==> src/rtl/adc_rb_pkg.sv <==
package adc_rb_pkg;

    localparam int unsigned WORD_W   = 32;
    localparam int unsigned FRESH_B  = 31;
    localparam int unsigned LOST_B   = 30;
    localparam int unsigned CODE_LSB = 4;

    typedef enum logic {
        IRQ_PER_CH = 1'b0,
        IRQ_SHARED = 1'b1
    } irq_mode_e;

endpackage

==> src/rtl/adc_rb_channel.sv <==
module adc_rb_channel #(
    parameter int unsigned RES_W = 12
) (
    input  logic             clk,
    input  logic             rst_n,
    input  logic             cpl_hit,
    input  logic             burst,
    input  logic             rd_hit,
    input  logic [RES_W-1:0] res_in,
    output logic             fresh,
    output logic             lost,
    output logic [RES_W-1:0] code
);

    typedef struct packed {
        logic             fresh;
        logic             lost;
        logic [RES_W-1:0] code;
    } ch_state_t;

    ch_state_t st_d, st_q;

    always_comb begin
        st_d = st_q;
        if (rd_hit) begin
            st_d.fresh = 1'b0;
            st_d.lost  = 1'b0;
        end
        if (cpl_hit) begin
            st_d.code  = res_in;
            st_d.fresh = 1'b1;
            if (burst && st_q.fresh && !rd_hit) begin
                st_d.lost = 1'b1;
            end
        end
    end

    always_ff @(posedge clk or negedge rst_n) begin
        if (!rst_n) begin
            st_q <= '0;
        end else begin
            st_q <= st_d;
        end
    end

    assign fresh = st_q.fresh;
    assign lost  = st_q.lost;
    assign code  = st_q.code;

    assert_fresh_set_R2: assert property (@(posedge clk) disable iff (!rst_n)
        cpl_hit |=> fresh);
    assert_read_clears_R3: assert property (@(posedge clk) disable iff (!rst_n)
        (rd_hit && !cpl_hit) |=> (!fresh && !lost && $stable(code)));
    assert_burst_loss_R4: assert property (@(posedge clk) disable iff (!rst_n)
        (cpl_hit && burst && fresh && !rd_hit) |=> lost);
    assert_no_loss_single_R5: assert property (@(posedge clk) disable iff (!rst_n)
        (cpl_hit && !burst && !lost) |=> !lost);
    assert_collide_R6: assert property (@(posedge clk) disable iff (!rst_n)
        (cpl_hit && rd_hit) |=> (fresh && !lost));

endmodule

==> src/rtl/adc_rb_irq.sv <==
module adc_rb_irq
    import adc_rb_pkg::*;
#(
    parameter int unsigned NUM_CH = 8
) (
    input  logic              clk,
    input  logic              rst_n,
    input  logic              any_cpl,
    input  logic              any_rd,
    input  irq_mode_e         mode,
    input  logic [NUM_CH-1:0] ch_en,
    input  logic [NUM_CH-1:0] ch_fresh,
    output logic              irq
);

    typedef struct packed {
        logic shared_done;
    } irq_state_t;

    irq_state_t st_d, st_q;

    always_comb begin
        st_d = st_q;
        if (any_rd) begin
            st_d.shared_done = 1'b0;
        end
        if (any_cpl) begin
            st_d.shared_done = 1'b1;
        end
    end

    always_ff @(posedge clk or negedge rst_n) begin
        if (!rst_n) begin
            st_q <= '0;
        end else begin
            st_q <= st_d;
        end
    end

    assign irq = (mode == IRQ_SHARED) ? st_q.shared_done : |(ch_fresh & ch_en);

    assert_shared_set_R9: assert property (@(posedge clk) disable iff (!rst_n)
        (any_cpl && mode == IRQ_SHARED && $stable(mode)) |=> irq);
    assert_shared_clear_R9: assert property (@(posedge clk) disable iff (!rst_n)
        (any_rd && !any_cpl && mode == IRQ_SHARED) |=> (mode != IRQ_SHARED || !irq));

endmodule

==> src/rtl/adc_result_bank.sv <==
module adc_result_bank
    import adc_rb_pkg::*;
#(
    parameter int unsigned NUM_CH = 8,
    parameter int unsigned RES_W  = 12,
    parameter int unsigned ADDR_W = 4,
    localparam int unsigned CH_W  = $clog2(NUM_CH)
) (
    input  logic              clk,
    input  logic              rst_n,
    input  logic              cpl_valid,
    input  logic [CH_W-1:0]   cpl_ch,
    input  logic [RES_W-1:0]  cpl_result,
    input  logic              cpl_burst,
    input  logic [ADDR_W-1:0] bus_addr,
    input  logic              bus_rd,
    input  logic              bus_wr,
    input  logic [WORD_W-1:0] bus_wdata,
    output logic [WORD_W-1:0] bus_rdata,
    output logic              irq
);

    localparam int unsigned IEN_W    = NUM_CH + 1;
    localparam int unsigned IEN_ADDR = NUM_CH;
    localparam logic [IEN_W-1:0] IEN_RST = IEN_W'(1) << NUM_CH;

    typedef struct packed {
        logic [IEN_W-1:0]  ien;
        logic [WORD_W-1:0] rdata;
    } top_state_t;

    top_state_t st_d, st_q;

    logic [NUM_CH-1:0] ch_fresh;
    logic [NUM_CH-1:0] ch_lost;
    logic [RES_W-1:0]  ch_code [NUM_CH];
    logic              any_rd;
    logic              ien_sel;
    irq_mode_e         irq_mode;

    assign any_rd   = bus_rd && (bus_addr < ADDR_W'(NUM_CH));
    assign ien_sel  = (bus_addr == ADDR_W'(IEN_ADDR));
    assign irq_mode = irq_mode_e'(st_q.ien[NUM_CH]);

    for (genvar i = 0; i < NUM_CH; i++) begin : g_ch
        adc_rb_channel #(.RES_W(RES_W)) u_ch (
            .clk     (clk),
            .rst_n   (rst_n),
            .cpl_hit (cpl_valid && (cpl_ch == CH_W'(i))),
            .burst   (cpl_burst),
            .rd_hit  (bus_rd && (bus_addr == ADDR_W'(i))),
            .res_in  (cpl_result),
            .fresh   (ch_fresh[i]),
            .lost    (ch_lost[i]),
            .code    (ch_code[i])
        );
    end

    always_comb begin
        st_d = st_q;
        if (bus_wr && ien_sel) begin
            st_d.ien = bus_wdata[IEN_W-1:0];
        end
        if (bus_rd) begin
            st_d.rdata = '0;
            if (ien_sel) begin
                st_d.rdata[IEN_W-1:0] = st_q.ien;
            end
            for (int i = 0; i < NUM_CH; i++) begin
                if (bus_addr == ADDR_W'(i)) begin
                    st_d.rdata[FRESH_B]               = ch_fresh[i];
                    st_d.rdata[LOST_B]                = ch_lost[i];
                    st_d.rdata[CODE_LSB +: RES_W]     = ch_code[i];
                end
            end
        end
    end

    always_ff @(posedge clk or negedge rst_n) begin
        if (!rst_n) begin
            st_q.ien   <= IEN_RST;
            st_q.rdata <= '0;
        end else begin
            st_q <= st_d;
        end
    end

    adc_rb_irq #(.NUM_CH(NUM_CH)) u_irq (
        .clk      (clk),
        .rst_n    (rst_n),
        .any_cpl  (cpl_valid),
        .any_rd   (any_rd),
        .mode     (irq_mode),
        .ch_en    (st_q.ien[NUM_CH-1:0]),
        .ch_fresh (ch_fresh),
        .irq      (irq)
    );

    assign bus_rdata = st_q.rdata;

    assert_ien_write_R7: assert property (@(posedge clk) disable iff (!rst_n)
        (bus_wr && ien_sel) |=> (st_q.ien == $past(bus_wdata[IEN_W-1:0])));
    assert_irq_quiet_R8: assert property (@(posedge clk) disable iff (!rst_n)
        (st_q.ien == '0) |-> !irq);
    assert_data_write_ignored_R10: assert property (@(posedge clk) disable iff (!rst_n)
        (bus_wr && !ien_sel && !bus_rd && !cpl_valid) |=> $stable(ch_fresh) && $stable(ch_lost));

endmodule

==> config.mk <==
export PLATFORM = sky130hd
export DESIGN_NAME = adc_result_bank
export DESIGN_NICKNAME = d
export VERILOG_FILES = /design/src/rtl/adc_rb_pkg.sv /design/src/rtl/adc_rb_channel.sv /design/src/rtl/adc_rb_irq.sv /design/src/rtl/adc_result_bank.sv
export SDC_FILE = /design/constraint.sdc
export NUM_CORES = 1
export LEC_CHECK = 0
export BUFFER_PORTS_ARGS = -buffer_cell sky130_fd_sc_hd__buf_2
export CAP_MARGIN = 10
export CORE_MARGIN = 2
export CORE_UTILIZATION = 50
export CTS_CLUSTER_SIZE = 20
export DETAILED_ROUTE_END_ITERATION = 12
export GPL_TIMING_DRIVEN = 1
export PLACE_DENSITY_LB_ADDON = 0.12
export SLEW_MARGIN = 30
export SYNTH_ARGS = -nofsm -noshare
export SYNTH_HDL_FRONTEND = slang
export SYNTH_HIERARCHICAL = 1
export SYNTH_SLANG_ARGS = --single-unit
==> constraint.sdc <==
create_clock -name clk -period 1.5 [get_ports clk]
set_clock_uncertainty 0.2 [all_clocks]
set_input_delay 0.15 -clock clk [delete_from_list [all_inputs] [get_ports clk]]
set_output_delay 0.15 -clock clk [all_outputs]
set_load 0.01 [all_outputs]
* Word-level counts from Yosys, hierarchy flattened *
Index checks and enable logic that the tools add are counted.

operators by class
  shift operators = 0
  muxes and demuxes = 44
  divide/modulo/power cells = 0
  multiply operators = 0
  reduce and logical (&&, ||, !) cells = 54
  equality and inequality tests = 15
  order comparisons = 1
  bitwise logic cells = 1
  $add $sub $neg = 0

operators by type and width
  operator            number
  $mux 14             8
  $mux 12             8
  $logic_and 1x1->1   34
  $mux 2              16
  $reduce_bool 2->1   9
  $eq 4x3->1 const B  4
  $eq 3x3->1 const B  4
  $mux 1              11
  $mux 9              1
  $and 8x8->8         1
  $eq 4x2->1 const B  2
  $logic_not 1->1     8
  $reduce_or 8->1     1
  $eq 3x2->1 const B  2
  $eq 4x1->1 const B  1
  $eq 4x4->1 const B  1
  $logic_not 4->1     1
  $lt 4x4->1 const B  1
  $eq 3x1->1 const B  1
  $logic_not 3->1     1

storage, ports and cells
  register bits = 140
  input bits = 57
  bits in read-only memories = 0
  latch bits = 0
  memory bits (writable) = 0
  logic and storage cells = 142
  output and inout bits = 33
  memories kept = 0

* Depth between registers and ports, before layout *
Gate-level depths: netlist of the first run.

  word-level depth = 10
  mapped depth = 7
  depth with buffers taken out = 6

* Hierarchy *
The synthesis of the first run kept the hierarchy.

by module, submodules not included
  module           area an instance (um^2)  instances  cells an instance  sequential area each (um^2)
  adc_rb_channel   549.3                    8          31                 350.3
  adc_result_bank  2532.4                   1          316                676.9
  adc_rb_irq       88.8                     1          9                  25.0

* Worst setup path before layout of the first run *
OpenSTA, ideal clock, no wires.

  kind = input-to-reg
  start = in cpl_ch[2]
  end = reg g_ch[0].u_ch.st_q, in the netlist g_ch[0].u_ch/code[0]
  stages on the path = 4
  buffers on the path = 1
  setup time = 0.125 ns
  data required time = 1.175 ns
  setup slack = -0.109 ns
  data arrival time = 1.284 ns
  cell sequence = nand2b_1 > nor3_1 > buf_6 > mux2_4

between the ends
  cells in the longest elaborated chain, start to end = 2

ends and longest elaborated chain
  what                    line                   source
  start: declaration      adc_result_bank.sv:12  input logic [CH_W-1:0] cpl_ch,
  $logic_not 3->1         adc_result_bank.sv:49  .cpl_hit (cpl_valid && (cpl_ch == CH_W'(i))),
  $logic_and 1x1->1       adc_result_bank.sv:49
  end signal: assignment  adc_rb_channel.sv:42   st_q <= st_d;
  end: declaration        adc_rb_channel.sv:21   ch_state_t st_d, st_q;

No other way between the ends.
A chain may end at the register's enable or synchronous reset.

* Final worst setup path of the first run *
  start = reg g_ch[0].u_ch.st_q, in the netlist g_ch[0].u_ch/fresh
  end = out irq

between the ends
  cells in the longest elaborated chain, start to end = 3

ends and longest elaborated chain
  what              line                   source
  $and 8x8->8       adc_rb_irq.sv:40       assign irq = (mode == IRQ_SHARED) ? st_q.shared_done : |(ch_fresh & ch_en);
  $reduce_or 8->1   adc_rb_irq.sv:40
  $mux 1            adc_rb_irq.sv:40
  end: declaration  adc_result_bank.sv:20  output logic irq

No other way between the ends.

==> impl_metrics.csv, run 1 <==
group,metric,value,unit
status,outcome,"finished, violations left",
status,violations,"setup timing",
logic_synthesis,yosys_warnings,6,
logic_synthesis,syn_area,7020,um2
logic_synthesis,async_flop_share,1.00,
timing,min_period_over_period,1.30,
clock_tree,htreeDepth,4,
detailed_routing,viasPerCell,5.64,
detailed_routing,drt_first_pass_iters,6,
logic_synthesis,synth.avg_cell_area,12.2,um2
logic_synthesis,synth-edff-count,0,
clock_tree,cts_tree,"built",
timing,slew_violations,0,
cells_and_area,design_area,8780,um2
worst_setup_path,cp-end-kind,"output pin",
pwr,p_leak,3.98,nW
placement,placed_area,7750,um2
grt,grt_max_degree,42,
detailed_routing,detail-route-antenna-nets,0,
worst_setup_path,crit_type,"reg2out",
logic_synthesis,synthXorXnorAreaFrac,0,
detailed_routing,drc,0,
clock_tree,cts-root-buf,"clkbuf_16",
clock_tree,numCtsBuffers,17,
cells_and_area,layout-drive-gt1-share,0.405,
cells_and_area,mostFrequentLayoutCells,"138 x dfrtp_1, 65 x mux2_4, 58 x buf_4, 50 x buf_2, 46 x nor2_1",
timing,finalSetupTns,-474,ps
cells_and_area,syn2layout_area_growth,25.1,%
timing,setup_viol,2,
placement,dp.cells,820,
pwr,vdd_drop_max,0.800,mV
clock_tree,cts.sinks,140,
grt,grt_pass1_wl,28400,um
flow_run,max_cap_violations,0,
logic_synthesis,yosys.area_share.adder,0,
logic_synthesis,yosys.area_share.simple,0.0565,
timing,post-route-min-period,1960,ps
detailed_routing,drt_first_iter_violations,401,
clock_tree,clockBufferDepth,2,
worst_setup_path,required,1150,ps
cells_and_area,antennaDiodeCount,0,
pwr,finalPower,0.0121,W
floorplan,boundaryPins,90,
cells_and_area,fin_cells,886,
cells_and_area,layout.nets,750,
pwr,cellPowerDensity,1380,nW/um2
worst_setup_path,max_stage_delay,390,ps
floorplan,die_width,122,um
worst_setup_path,worst_path_max_delay_cell,"dfrtp_1",
detailed_routing,wl_per_cell,20.1,um
cells_and_area,final_common_cell,"dfrtp_1",
timing,hold_viol_final,0,
placement,dp_hpwl,12000,um
floorplan,die_area,15000,um2
clock_tree,clk_latency,420,ps
clock_tree,clk_pin_slew,60,ps
detailed_routing,routed_wl,17800,um
floorplan,core-area,13800,um2
grt,grt_pass1_vias,5291,
timing,layout_setup_ws,-457,ps
placement,routabilityCongestion,0.891,
worst_setup_path,crit_arrival,1610,ps
logic_synthesis,synth_cell_types,39,
placement,portBuffers,52,
worst_setup_path,cp-start-kind,"flop",
worst_setup_path,cp_num_buf_inv,1,
worst_setup_path,cp_max_fo,2,
logic_synthesis,synth-main-ff-cell,"dfrtp_1",
worst_setup_path,cp_top_family,"flip-flops",
floorplan,die-height,122,um
floorplan,floorplan.rows,43,
grt,global_route.overflow_total,0,
logic_synthesis,synth_seq_cells,140,
timing,rsz0062_at_grt,"yes",
logic_synthesis,seq_area_frac_synth,0.500,
logic_synthesis,synthMuxAreaShare,0.228,
grt,antenna_found_initial,0,
placement,pre_cts_slack,-266,ps
timing,slew-limit-headroom,0.526,
logic_synthesis,synth_compound_area_frac,0.141,
logic_synthesis,synth_top_family_by_area,"multiplexers",
logic_synthesis,syn-instance-count,573,
timing,fmax,511,MHz
floorplan,start_util,0.509,
worst_setup_path,path_cells,"a22oi_2 > nand4_1 > mux2_4 > buf_6",
grt,track_usage,0.254,
timing,tightest_slew,708,ps
min_path,hold_class,"in2reg",
detailed_routing,vias,4997,
-- worst reg2reg max path, delay by kind of cell, from the launching register on --
kind                   cells  cell delay, ps
buffers and inverters      1             140
muxes                      1             190
AOI/OAI and AO/OA          3             490
DFF                        1             390
-- cells in the mapped netlist, types with 9 or more instances --
cell | count | area, um2
buf_2 | 12 | 60.1
a31oi_1 | 10 | 62.6
a21oi_1 | 15 | 75.1
mux2_2 | 44 | 495
mux2_4 | 64 | 961
a22o_1 | 11 | 96.3
a22oi_1 | 25 | 188
buf_6 | 9 | 101
inv_1 | 17 | 63.8
mux2i_1 | 14 | 140
a221oi_1 | 12 | 105
dfrtp_1 | 139 | 3480
o21ai_0 | 37 | 185
buf_4 | 38 | 285
nor2_1 | 46 | 173
nand2_1 | 14 | 52.6
-- registers in the layout, summed over array words and instances (netlist names) --
name / cells
bus_rdata: 18
st_q: 8
g_ch.u_ch/fresh: 8
u_irq/st_q: 1
irq_mode: 1
g_ch.u_ch/lost: 8
g_ch.u_ch/code: 96
-- layout make-up --
class | count | area [um2]
Clock buffer | 21 | 470
Sequential cell | 140 | 3510
Timing Repair Buffer | 150 | 1250
Fill cell | 1071 | 5000
Inverter | 17 | 63.8
Clock inverter | 11 | 189
Multi-Input combinational cell | 367 | 3070
Tap cell | 180 | 225
-- logic make-up (layout without fill, tap and decap cells) --
family | Yosys count | in the layout
multiplexers | 122 | 122
AND/OR/NAND/NOR | 85 | 85
flip-flops | 140 | 140
buffers and inverters | 79 | 199
AO/OA/AOI/OAI | 146 | 146
other | 1 | 14
-- worst paths after layout --
check / startpoint / end / slack, ps / cells after the start
setup / recovery: g_ch[0].u_ch/fresh$_DFFE_PN0P_ / irq / -460 / 4
hold reg to reg: g_ch[6].u_ch/lost$_DFF_PN0_ / g_ch[6].u_ch/lost$_DFF_PN0_ / 300 / 2
setup reg to reg: g_ch[4].u_ch/fresh$_DFFE_PN0P_ / bus_rdata[31]$_DFFE_PN0P_ / -20 / 5
min in group asynchronous: rst_n / bus_rdata[2]$_DFFE_PN0P_ / 530 / 3
max in group asynchronous: rst_n / g_ch[7].u_ch/code[10]$_DFFE_PN0P_ / 80 / 4
hold / removal: bus_wr / st_q[39]$_DFFE_PN0P_ / 40 / 3
-- report_power, final --
part	total [W]	internal [W]	switching, W
combinational	0.00235	0.00141	0.000934
sequential	0.00510	0.00457	0.000526
clock	0.00469	0.00308	0.00161
-- what timing repair did --
item	in CTS	in global routing
endpoints found under the setup margin	2	64
hold endpoints to repair	254	0
pin swaps	5	8
setup buffers	6	2
resized for setup	6	8
hold buffers	26	0
-- routing by layer --
metal	up-vias	share of wire	GRT usage
met4	0	0.020	0.0927
met2	158	0.47	0.395
met5	-	0	0
met3	36	0.052	0.0539
li1	2277	-	-
met1	2526	0.46	0.351
-- metrics by stage --
stage               utilization  hold WS [ps]
detailed placement        0.563          -151
CTS                       0.634          25.8
floorplan                     -          -346
finish                    0.637          41.5
global route              0.637          41.4
global placement          0.563          -156
Power figures use the tool's default switching activity.
==> run 2: changes to the inputs <==
--- a/config.mk
+++ b/config.mk
@@ -8,7 +8,8 @@
 export BUFFER_PORTS_ARGS = -buffer_cell sky130_fd_sc_hd__buf_2
 export CAP_MARGIN = 10
 export CORE_MARGIN = 2
-export CORE_UTILIZATION = 50
+export CORE_UTILIZATION = 54
+export CTS_BUF_LIST = sky130_fd_sc_hd__clkbuf_8
 export CTS_CLUSTER_SIZE = 20
 export DETAILED_ROUTE_END_ITERATION = 12
 export GPL_TIMING_DRIVEN = 1
==> constraint.sdc (replaced) <==
create_clock -name clk -period 1.77 [get_ports clk]
set_clock_uncertainty 0.2 [all_clocks]
set_input_delay 0.177 -clock clk [delete_from_list [all_inputs] [get_ports clk]]
set_output_delay 0.177 -clock clk [all_outputs]
set_load 0.01 [all_outputs]
==> run 2 against run 1 <==
Net effect:
- the flow still finishes with violations (setup timing)
- hold slack got worse by 5.0 ps
- cell count shrank 3.0%
- combinational power shrank 21%
- cell area is 4.8% lower
- routed wire length fell by 5.9%
- critical path type unchanged
- largest power group unchanged
==> impl_metrics.csv, run 2 (synthesis results as in run 1) <==
group,metric,value,unit
timing,hold_viol_final,0,
clock_tree,clk_pin_slew,70,ps
worst_setup_path,required,1390,ps
detailed_routing,highest_layer,"met4",
detailed_routing,wl_per_cell,19.5,um
detailed_routing,vias,4856,
pwr,p_int,0.00657,W
cells_and_area,syn2layout_area_growth,19.1,%
detailed_routing,dr_wl_met2,7990,um
clock_tree,numCtsBuffers,17,
cells_and_area,layout.nets,731,
status,outcome,"finished, violations left",
timing,fmax,484,MHz
timing,finalSetupTns,-297,ps
floorplan,die_area,13900,um2
pwr,cellPowerDensity,1070,nW/um2
grt,grt_pass1_wl,27200,um
timing,setup_viol,1,
clock_tree,clk_latency,450,ps
pwr,finalPower,0.00895,W
worst_setup_path,cp-end-kind,"output pin",
worst_setup_path,cp-start-kind,"flop",
pwr,p_clk_frac,0.311,
timing,tightest_slew,636,ps
grt,antenna_found_initial,0,
detailed_routing,detail-route-antenna-nets,0,
cells_and_area,final_util,0.659,
cells_and_area,multi_input_area,3060,um2
grt,track_usage,0.255,
timing,post-route-min-period,2070,ps
placement,dp_hpwl,11400,um
pwr,p_seq_frac,0.481,
timing,rsz0062_at_grt,"yes",
detailed_routing,drc,0,
floorplan,boundaryPins,90,
cells_and_area,layout-drive-gt1-share,0.384,
status,violations,"setup timing",
grt,grt_max_degree,42,
worst_setup_path,crit_type,"reg2out",
floorplan,core-area,12700,um2
floorplan,floorplan.rows,41,
clock_tree,cts_tree,"built",
cells_and_area,largest_register_ffs,96,
timing,slew_violations,0,
floorplan,die-height,118,um
detailed_routing,drt_first_iter_violations,342,
cells_and_area,antennaDiodeCount,0,
timing,min_period_over_period,1.17,
timing,slew-limit-headroom,0.575,
clock_tree,cts.sinks,140,
detailed_routing,drt_first_pass_iters,5,
detailed_routing,met1Wirelength,7740,um
detailed_routing,dr_wl_met3,830,um
cells_and_area,mostFrequentLayoutCells,"137 x dfrtp_1, 65 x mux2_4, 50 x buf_2, 45 x nor2_1, 43 x mux2_2",
clock_tree,htreeDepth,4,
grt,global_route.overflow_total,0,
min_path,hold_class,"in2reg",
timing,layout_setup_ws,-297,ps
pwr,p_sw,0.00238,W
pwr,vdd_drop_max,0.502,mV
cells_and_area,design_area,8350,um2
worst_setup_path,cp_max_fo,2,
pwr,combPwrFrac,0.208,
cells_and_area,nFillCells,989,
clock_tree,clockBufferDepth,2,
pwr,p_leak,3.78,nW
worst_setup_path,crit_arrival,1690,ps
pwr,switching_share,0.266,
grt,grt_pass1_vias,5100,
placement,placed_area,7550,um2
flow_run,max_cap_violations,0,
cells_and_area,final_common_cell,"dfrtp_1",
detailed_routing,routed_wl,16700,um
floorplan,die_width,118,um
placement,portBuffers,52,
clock_tree,cts-root-buf,"clkbuf_8",
floorplan,start_util,0.554,
placement,routabilityCongestion,0.853,
cells_and_area,seqCellArea,3510,um2
detailed_routing,viasPerCell,5.65,
[run 2: worst max-delay path, cell delays in order, from the launching register on]
cell	delay (ps)
dfrtp_1	410
a22oi_1	200
nand4_1	170
mux2_4	340
buf_6	130
[run 2: metal layers]
| metal | GRT usage | up-vias |
|---|---|---|
| li1 | - | 2232 |
| met3 | 0.0577 | 20 |
| met1 | 0.355 | 2471 |
| met5 | 0 | - |
| met2 | 0.404 | 133 |
| met4 | 0.0693 | 0 |
[run 2: layout make-up]
type                    instances  area share
inverters                      17     0.00764
clock buffers                  19      0.0313
repair buffers                131       0.129
flip-flops and latches        140       0.420
multi-input cells             367       0.366
clock inverters                13      0.0207
well taps                     172      0.0258
[run 2: power by group through the flow]
| stage | Clock (W) | Combinational [W] | Sequential [W] |
|---|---|---|---|
| after floorplan | 0 | 0.00133 | 0.00422 |
| after global placement | 0 | 0.00165 | 0.00435 |
| after detailed placement | 0 | 0.00170 | 0.00437 |
| after CTS | 0.00285 | 0.00186 | 0.00430 |
| after global routing | 0.00302 | 0.00202 | 0.00439 |
| final | 0.00278 | 0.00186 | 0.00431 |
[run 2: repair_timing]
item / CTS / global route
hold endpoints to repair: 255 / 0
resized for setup: 5 / 1
hold buffers: 28 / 0
endpoints found under the setup margin: 1 / 2
pin swaps: 2 / 1
buffers inserted: 9 / 0
[run 2: path summary, 6_finish.rpt]
check                      depth (start not counted)                            from                                to  slack, ps
min reg2reg                                        2     g_ch[6].u_ch/lost$_DFF_PN0_       g_ch[6].u_ch/lost$_DFF_PN0_        300
max                                                4  g_ch[2].u_ch/fresh$_DFFE_PN0P_                               irq       -300
max in group asynchronous                          4                           rst_n  g_ch[7].u_ch/code[9]$_DFFE_PN0P_        260
min                                                3                          bus_wr              st_q[36]$_DFFE_PN0P_         40
min in group asynchronous                          3                           rst_n    g_ch[1].u_ch/fresh$_DFFE_PN0P_        520
max reg2reg                                        5  g_ch[4].u_ch/fresh$_DFFE_PN0P_         bus_rdata[31]$_DFFE_PN0P_        260
[run 2: per-stage QoR]
step,hold slack (ps),std cells,setup WS (ps)
2_1_floorplan,-319,586,134
3_3_place_gp,-100,790,-13.7
3_5_place_dp,-97.2,790,-57.2
4_1_cts,6.57,859,-287
5_1_grt,31.5,859,-341
6_report,36.5,859,-297
